`src/rtl/ews_pkg.sv`:
```
package ews_pkg;
    typedef enum logic [2:0] {
        ST_IDLE     = 3'd0,
        ST_T1_LATE  = 3'd1,
        ST_T2_EARLY = 3'd2,
        ST_T2_HOLD  = 3'd3,
        ST_T2_LAST  = 3'd4
    } ews_state_e;
endpackage

```
`src/rtl/ews_ready_sel.sv`:
```
module ews_ready_sel (
    input  logic rdy_src_int,
    input  logic rdy_obs_n,
    input  logic rdy_ext_n,
    output logic rdy_act
);
    // Pick the line that currently carries ready; active low on the pins.
    always_comb begin
        if (rdy_src_int) rdy_act = ~rdy_obs_n;
        else             rdy_act = ~rdy_ext_n;
    end
endmodule

```
`src/rtl/ews_cycle_fsm.sv`:
```
module ews_cycle_fsm
    import ews_pkg::*;
#(
    parameter int TGT_W = 2
) (
    input  logic             clk,
    input  logic             rst,
    input  logic             cyc_start_n,
    input  logic             dir_wr,
    input  logic [TGT_W-1:0] tgt_sel,
    input  logic             rdy_act,
    output ews_state_e       st,
    output ews_state_e       st_nxt,
    output logic             wr_q,
    output logic [TGT_W-1:0] sel_q
);
    logic start_hit;
    assign start_hit = (st == ST_IDLE) && !cyc_start_n;

    always_comb begin
        st_nxt = st;
        unique case (st)
            ST_IDLE:     st_nxt = start_hit ? ST_T1_LATE : ST_IDLE;
            ST_T1_LATE:  st_nxt = ST_T2_EARLY;
            ST_T2_EARLY: st_nxt = rdy_act ? ST_T2_LAST : ST_T2_HOLD;
            ST_T2_HOLD:  st_nxt = ST_T2_EARLY;
            ST_T2_LAST:  st_nxt = ST_IDLE;
            default:     st_nxt = ST_IDLE;
        endcase
    end

    always_ff @(posedge clk) begin
        if (rst) begin
            st    <= ST_IDLE;
            wr_q  <= 1'b0;
            sel_q <= '0;
        end else begin
            st <= st_nxt;
            if (start_hit) begin
                wr_q  <= dir_wr;
                sel_q <= tgt_sel;
            end
        end
    end


    start_to_t1_chk: assert property (@(posedge clk) disable iff (rst)
        (st == ST_IDLE && !cyc_start_n) |=> (st == ST_T1_LATE));

    last_to_idle_chk: assert property (@(posedge clk) disable iff (rst)
        (st == ST_T2_LAST) |=> (st == ST_IDLE));

    t1_ignores_rdy_chk: assert property (@(posedge clk) disable iff (rst)
        (st == ST_T1_LATE) |=> (st == ST_T2_EARLY));
endmodule

```
`src/rtl/ews_strobe_out.sv`:
```
module ews_strobe_out
    import ews_pkg::*;
#(
    parameter int TGT_W = 2
) (
    input  logic             clk,
    input  logic             rst,
    input  ews_state_e       st_nxt,
    input  logic             wr_q,
    input  logic [TGT_W-1:0] sel_q,
    output logic [TGT_W-1:0] we_n
);
    logic strobe_window;
    always_comb begin
        strobe_window = wr_q &&
            ((st_nxt == ST_T2_EARLY) || (st_nxt == ST_T2_HOLD));
    end

    for (genvar g = 0; g < TGT_W; g++) begin : g_tgt
        always_ff @(posedge clk) begin
            if (rst) we_n[g] <= 1'b1;
            else     we_n[g] <= ~(strobe_window && sel_q[g]);
        end
    end
endmodule

```
`src/rtl/ews_write_strobe.sv`:
```
module ews_write_strobe
    import ews_pkg::*;
#(
    parameter int TGT_W = 2
) (
    input  logic             clk,
    input  logic             rst,
    input  logic             cyc_start_n,
    input  logic             dir_wr,
    input  logic [TGT_W-1:0] tgt_sel,
    input  logic             rdy_src_int,
    input  logic             rdy_obs_n,
    input  logic             rdy_ext_n,
    output logic [TGT_W-1:0] we_n
);
    ews_state_e       st, st_nxt;
    logic             rdy_act, wr_q;
    logic [TGT_W-1:0] sel_q;

    ews_ready_sel u_rdy (
        .rdy_src_int (rdy_src_int),
        .rdy_obs_n   (rdy_obs_n),
        .rdy_ext_n   (rdy_ext_n),
        .rdy_act     (rdy_act)
    );

    ews_cycle_fsm #(.TGT_W(TGT_W)) u_fsm (
        .clk         (clk),
        .rst         (rst),
        .cyc_start_n (cyc_start_n),
        .dir_wr      (dir_wr),
        .tgt_sel     (tgt_sel),
        .rdy_act     (rdy_act),
        .st          (st),
        .st_nxt      (st_nxt),
        .wr_q        (wr_q),
        .sel_q       (sel_q)
    );

    ews_strobe_out #(.TGT_W(TGT_W)) u_out (
        .clk    (clk),
        .rst    (rst),
        .st_nxt (st_nxt),
        .wr_q   (wr_q),
        .sel_q  (sel_q),
        .we_n   (we_n)
    );


    read_quiet_chk: assert property (@(posedge clk) disable iff (rst)
        (st != ST_IDLE && !wr_q) |=> (&we_n));

    idle_quiet_chk: assert property (@(posedge clk) disable iff (rst)
        (st == ST_IDLE) |=> (&we_n));

    early_end_chk: assert property (@(posedge clk) disable iff (rst)
        (st == ST_T2_EARLY && rdy_act) |=> (&we_n));

    wait_hold_chk: assert property (@(posedge clk) disable iff (rst)
        (st == ST_T2_EARLY && !rdy_act && wr_q && sel_q[0]) |=> !we_n[0]);

    reset_clear_chk: assert property (@(posedge clk)
        rst |=> (&we_n && st == ST_IDLE));
endmodule

```
`config.mk`:
```
export PLATFORM = sky130hd
export DESIGN_NAME = ews_write_strobe
export DESIGN_NICKNAME = d
export VERILOG_FILES = /design/src/rtl/ews_pkg.sv /design/src/rtl/ews_ready_sel.sv /design/src/rtl/ews_cycle_fsm.sv /design/src/rtl/ews_strobe_out.sv /design/src/rtl/ews_write_strobe.sv
export SDC_FILE = /design/constraint.sdc
export NUM_CORES = 1
export LEC_CHECK = 0
export BUFFER_PORTS_ARGS = -buffer_cell sky130_fd_sc_hd__clkbuf_2
export CAP_MARGIN = 20
export CORE_AREA = 5 5 42 44
export CTS_CLUSTER_DIAMETER = 50
export DETAILED_ROUTE_END_ITERATION = 10
export DIE_AREA = 0 0 47 49
export PLACE_DENSITY = 0.46
export SLEW_MARGIN = 30
export SYNTH_ARGS = -nofsm -noshare
export SYNTH_HDL_FRONTEND = slang
export SYNTH_SLANG_ARGS = --single-unit
```
`constraint.sdc`:
```
create_clock -name clk -period 1 [get_ports clk]
set_input_delay 0.05 -clock clk [delete_from_list [all_inputs] [get_ports clk]]
set_output_delay 0.05 -clock clk [all_outputs]
set_load 0.03 [all_outputs]
```
==> results of run 1 <==
cell type report:
cell class | instances | share of cell area
Sequential cell | 8 | 0.3945
Tap cell | 16 | 0.04893
Inverter | 1 | 0.009174
Clock buffer | 3 | 0.05505
Multi-Input combinational cell | 16 | 0.3150
Timing Repair Buffer | 13 | 0.1774
final timing paths:
path / to / slack [ns] / startpoint
setup reg to reg: u_fsm.wr_q / -0.12 / u_fsm.st[0]
setup / recovery: u_fsm.wr_q / -0.12 / u_fsm.st[0]
hold / removal: u_fsm.sel_q[0] / 0.02 / rst
hold reg to reg: u_out.we_n[1] / 0.41 / u_fsm.sel_q[1]
cells by family (layout without fill, tap and decap cells):
group / after synthesis / after routing / synth area share
flops: 8 / 8 / 0.5517
mux: 4 / 4 / 0.1422
simple gates: 10 / 10 / 0.2414
buf+inv: 1 / 17 / 0.01292
compound gates: 2 / 2 / 0.05174
layer usage:
metal | GRT usage | share of wire | vias up
li1 | - | - | 123
met1 | 0.05531 | 0.34 | 106
met2 | 0.08145 | 0.52 | 10
met3 | 0.03690 | 0.11 | 5
met4 | 0.06912 | 0.041 | 0
met5 | 0 | 0 | -
repair_timing:
item | CTS | global route
hold buffers | 0 | 0
endpoints found under the setup margin | 4 | 7
pin swaps | 0 | 1
gates resized for setup | 0 | 1
power groups by stage:
stage	combinational [mW]	clock (mW)	sequential (mW)
finish	0.0910	0.248	0.351
CTS	0.0906	0.257	0.351
floorplan	0.0511	0	0.357
global placement	0.0879	0	0.357
global route	0.100	0.273	0.352
detailed placement	0.0900	0	0.358
state kept, by name (all words and copies together) (netlist names):
name,count
u_fsm.sel_q,2
u_fsm.wr_q,1
u_out.we_n,2
u_fsm.st,3
stage by stage:
step	setup WS [ns]	hold WS [ns]	util	area, um^2	instances
finish	-0.1196	0.02261	0.2920	409.1	57
detailed placement	-0.1069	0.2828	0.2741	384.1	54
global route	-0.1731	0.03583	0.2920	409.1	57
global placement	-0.08166	0.2807	0.2741	384.1	54
floorplan	-0.04466	0.1194	-	291.5	25
CTS	-0.1193	0.008470	0.2902	406.6	57
worst max-delay path, cell delays in order, from the launching register on:
cell	delay, ns
dfxtp_2	0.33
nor4_4	0.38
mux2i_1	0.24
nor2_1	0.06
cells in the final DEF, fill, tap and decap left out, drive strengths merged:
master  synthesis  layout
nor2            4       4
and4b           1       1
nor4            1       1
clkbuf          0      13
inv             1       1
nor3            1       1
a31oi           1       1
mux2            1       1
nand4           2       2
dfxtp           8       8
mux2i           3       3
buf             0       3
a21o            1       1
and2            1       1
==> flow_metrics.tcl, run 1 <==
set metrics [dict create \
    status "complete, but fails checks" \
    violations "setup timing" \
    n_fill_cell 155 \
    clock_power_share 0.359 \
    antenna_cells 0 \
    power_density_nw_per_um2 1686 \
    p_sw_frac 0.2355 \
    critPathCaptureType "flip-flop" \
    syn_area_per_cell_um2 11.61 \
    p_leak_nw 0.1866 \
    ys_types 12 \
    final_antenna_net_count 0 \
    synth_fp_nets 34 \
    crit_path_start_kind "flip-flop" \
    cts.htree.levels 1 \
    synth_edf_count 0 \
    drt_first_pass_iters 4 \
    row_count 14 \
    worst_slack_ns -0.1196 \
    critPathKind "reg -> reg" \
    grt_usage 0.06069 \
    yosysMostFrequentCell "dfxtp_1" \
    hold_violations 0 \
    min_path_cells 2 \
    slew_headroom 0.7589 \
    synth_top_cell_area_share 0.5517 \
    drtIter0Drc 3 \
    gr-total-overflow 0 \
    maxCapViolCount 0 \
    wire_per_inst_um 11.12 \
    initial_core_util 0.2071 \
    fin_crit_ns 1.120 \
    fin_total_pwr_mw 0.6899 \
    hp-class "in -> reg" \
    die_x_um 47 \
    grt_pass1_vias 237 \
    ys_async_sr_fraction 0 \
    cts_tree "yes" \
    syn_inst 25 \
    fmax_mhz 893.2 \
    cp.required_ns 1.15 \
    vias 244 \
    die_h_um 49 \
    insertion_delay_ns 0.26 \
    p_int_mw 0.5274 \
    core_um2 1401 \
    final.setup.tns_ns -0.3267 \
    vias_per_cell 4.281 \
    pwr-share-seq 0.509 \
    antenna_found_initial 0 \
    area_delta_synth_final_pct 40.95 \
    io_pins 11 \
    rsz0062_at_grt "true" \
    grt_max_degree 6 \
    hpwl_um 516.8 \
    root_buffer "clkbuf_4" \
    ir_drop_uv 475.0 \
    synth_warnings 0 \
    period_share 1.120 \
    nNetsFinal 52 \
    port_buffers 10 \
    worstPathMaxFanout 4 \
    drive_above_1_share 0.5122 \
    drc_errors 0 \
    drv_slew 0 \
    synth.area.top_cells "dfxtp_1 (55%), mux2i_1 (10%), nor4_4 (7.3%)" \
    numCtsBuffers 3 \
    r2r_cells 3 \
    post_cts.repair.setup_buffers 0 \
    p_switching_mw 0.1625 \
    gp_congestion 0.7070 \
    die_area_um2 2303 \
    multi_input_area_um2 128.9 \
    ys_seq_elements 8 \
    wl_um 634 \
    cts_sinks 8 \
    ys_seq_area_frac 0.5517 \
    worstPathArrival_ns 1.27 \
    regArea_um2 161.4 \
    clockBufferDepth 2 \
    netlist_area_um2 290.3 \
    power.share.combinational 0.132 \
    cts.reportedPaths.clkPinSlew_ns 0.05 \
    worst_pin_slew_ns 0.3590 \
    synthTopCellsByCount "dfxtp_1 (8), nor2_1 (4), mux2i_1 (3)" \
    yosysTopAreaCell "dfxtp_1" \
    setup_violations 4 \
    grt_pass1_wl_um 910 \
    skew_ns 0.001165 \
    synth_ff_type "dfxtp_1" \
]
(Power assumes the default switching activity.)
==> run 2: changes to the inputs <==
--- a/config.mk
+++ b/config.mk
@@ -11,7 +11,7 @@
 export CTS_CLUSTER_DIAMETER = 50
 export DETAILED_ROUTE_END_ITERATION = 10
 export DIE_AREA = 0 0 47 49
-export PLACE_DENSITY = 0.46
+export PLACE_DENSITY = 0.45
 export SLEW_MARGIN = 30
 export SYNTH_ARGS = -nofsm -noshare
 export SYNTH_HDL_FRONTEND = slang
==> constraint.sdc (replaced) <==
create_clock -name clk -period 1.42 [get_ports clk]
set_input_delay 0.071 -clock clk [delete_from_list [all_inputs] [get_ports clk]]
set_output_delay 0.071 -clock clk [all_outputs]
set_load 0.03 [all_outputs]
==> run 2 against run 1 <==
- global-route usage is 0.29 points higher
- clock skew is 0.0026 ns higher
- wire length is 8.4% lower
- final area is 6.4% lower
- total power is 32% lower
- worst hold slack better by 0.033 ns
- the flow now finishes without violations
- sequential power is 29% lower
- highest routed layer is now met3
==> flow_metrics.tcl, run 2 (synthesis results as in run 1) <==
set metrics [dict create \
    clockBufferDepth 2 \
    grt_busiest_layer "met2" \
    worstHoldStart "rst" \
    regToRegSetupSlack_ns 0.28 \
    skew_ns 0.003743 \
    cts_tree "yes" \
    critPathKind "reg -> reg" \
    r2r-start "u_fsm.st[0]" \
    layout_commonest_cell "clkbuf_2" \
    antenna_cells 0 \
    slew_headroom 0.7409 \
    setup_violations 0 \
    maxCapViolCount 0 \
    worst_pin_slew_ns 0.3858 \
    numCtsBuffers 3 \
    worstPathMaxFanout 4 \
    wire_per_inst_um 10.76 \
    cts_sinks 8 \
    fin_total_pwr_mw 0.4679 \
    insertion_delay_ns 0.25 \
    period_share 0.8048 \
    wl_um 581 \
    grt_util_met3 0.05904 \
    drc_errors 0 \
    grt_pass1_wl_um 1014 \
    core_um2 1401 \
    r2r-end "u_fsm.wr_q" \
    row_count 14 \
    gp_congestion 0.7347 \
    die_area_um2 2303 \
    top_register "u_fsm.st" \
    grt_pass1_vias 262 \
    antenna_found_initial 0 \
    cts.reportedPaths.clkPinSlew_ns 0.05 \
    cp.required_ns 1.56 \
    worstPathArrival_ns 1.28 \
    drive_above_1_share 0.4211 \
    drv_slew 0 \
    rsz0062_at_grt "false" \
    vias_per_cell 4.389 \
    cts.htree.levels 1 \
    fin_crit_ns 1.143 \
    grt_util_met2 0.09502 \
    top_regs "u_fsm.st (3), u_fsm.sel_q (2), u_out.we_n (2)" \
    grt_usage 0.06356 \
    min_path_cells 2 \
    port_buffers 10 \
    final.setup.tns_ns 0 \
    p_leak_nw 0.1705 \
    hold_buffers 0 \
    grt_max_degree 6 \
    cp-startpoint "u_fsm.st[0]" \
    die_h_um 49 \
    nNetsFinal 49 \
    cts-resized-gates 0 \
    ir_drop_uv 517.6 \
    initial_core_util 0.2071 \
    r2r_cells 3 \
    crit_path_start_kind "flip-flop" \
    die_x_um 47 \
    power_density_nw_per_um2 1222 \
    largest_reg_flops 3 \
    vias 237 \
    hold_end "u_fsm.st[0]" \
    root_buffer "clkbuf_4" \
    drt_first_pass_iters 1 \
    final_cell_mix "clkbuf_2 (10), dfxtp_1 (8), nor2_1 (4)" \
    final_antenna_net_count 0 \
    hold_violations 0 \
    fmax_mhz 875.0 \
    hp-class "in -> reg" \
    io_pins 11 \
    status "finished clean" \
    use_met1 0.06430 \
    gr-total-overflow 0 \
    area_delta_synth_final_pct 31.90 \
    post_cts.repair.setup_buffers 0 \
    drtIter0Drc 0 \
    critPathCaptureType "flip-flop" \
]
## run 2: routing by layer
metal  up-vias  wire, um
li1        118         -
met1       108       236
met2        11       271
met3         0        73
met4         0         0
met5         -         0
## run 2: final cells by class
cell class | count | area (um^2)
sequential | 8 | 160.2
tap | 16 | 20.02
multi-input combinational | 16 | 126.4
fill | 161 | 1018
timing repair buffer | 10 | 50.05
clock buffer | 3 | 22.52
inverter | 1 | 3.754
## run 2: worst max path at each step
stage | endpoint | slack, ns | cells after the start
after global placement | u_fsm.wr_q | 0.31 | 3
after floorplan | u_fsm.sel_q[0] | 0.37 | 3
after detailed placement | u_fsm.wr_q | 0.28 | 3
after CTS | u_fsm.wr_q | 0.26 | 3
after global routing | u_fsm.wr_q | 0.21 | 3
final | u_fsm.wr_q | 0.28 | 3
## run 2: metrics by stage
stage	utilization	hold WS, ns	area [um^2]	setup WS, ns	std cells
after floorplan	-	0.1434	290.3	0.3674	25
after global placement	0.2571	0.3060	360.3	0.3063	51
after detailed placement	0.2571	0.3164	360.3	0.2781	51
after CTS	0.2732	0.04857	382.9	0.2614	54
after global routing	0.2732	0.04937	382.9	0.2098	54
final	0.2732	0.05545	382.9	0.2772	54
## run 2: worst max-delay path, stage by stage (launching register included)
cell and delay [ns]:
dfxtp_1 0.34, nor4_4 0.41, mux2i_1 0.23, nor2_1 0.05
## run 2: report_power, final
part / total [mW] / internal, mW / switching [mW]
Clock: 0.165 / 0.0961 / 0.0687
Combinational: 0.0551 / 0.0306 / 0.0245
Sequential: 0.248 / 0.237 / 0.0107
Total: 0.468 / 0.364 / 0.104
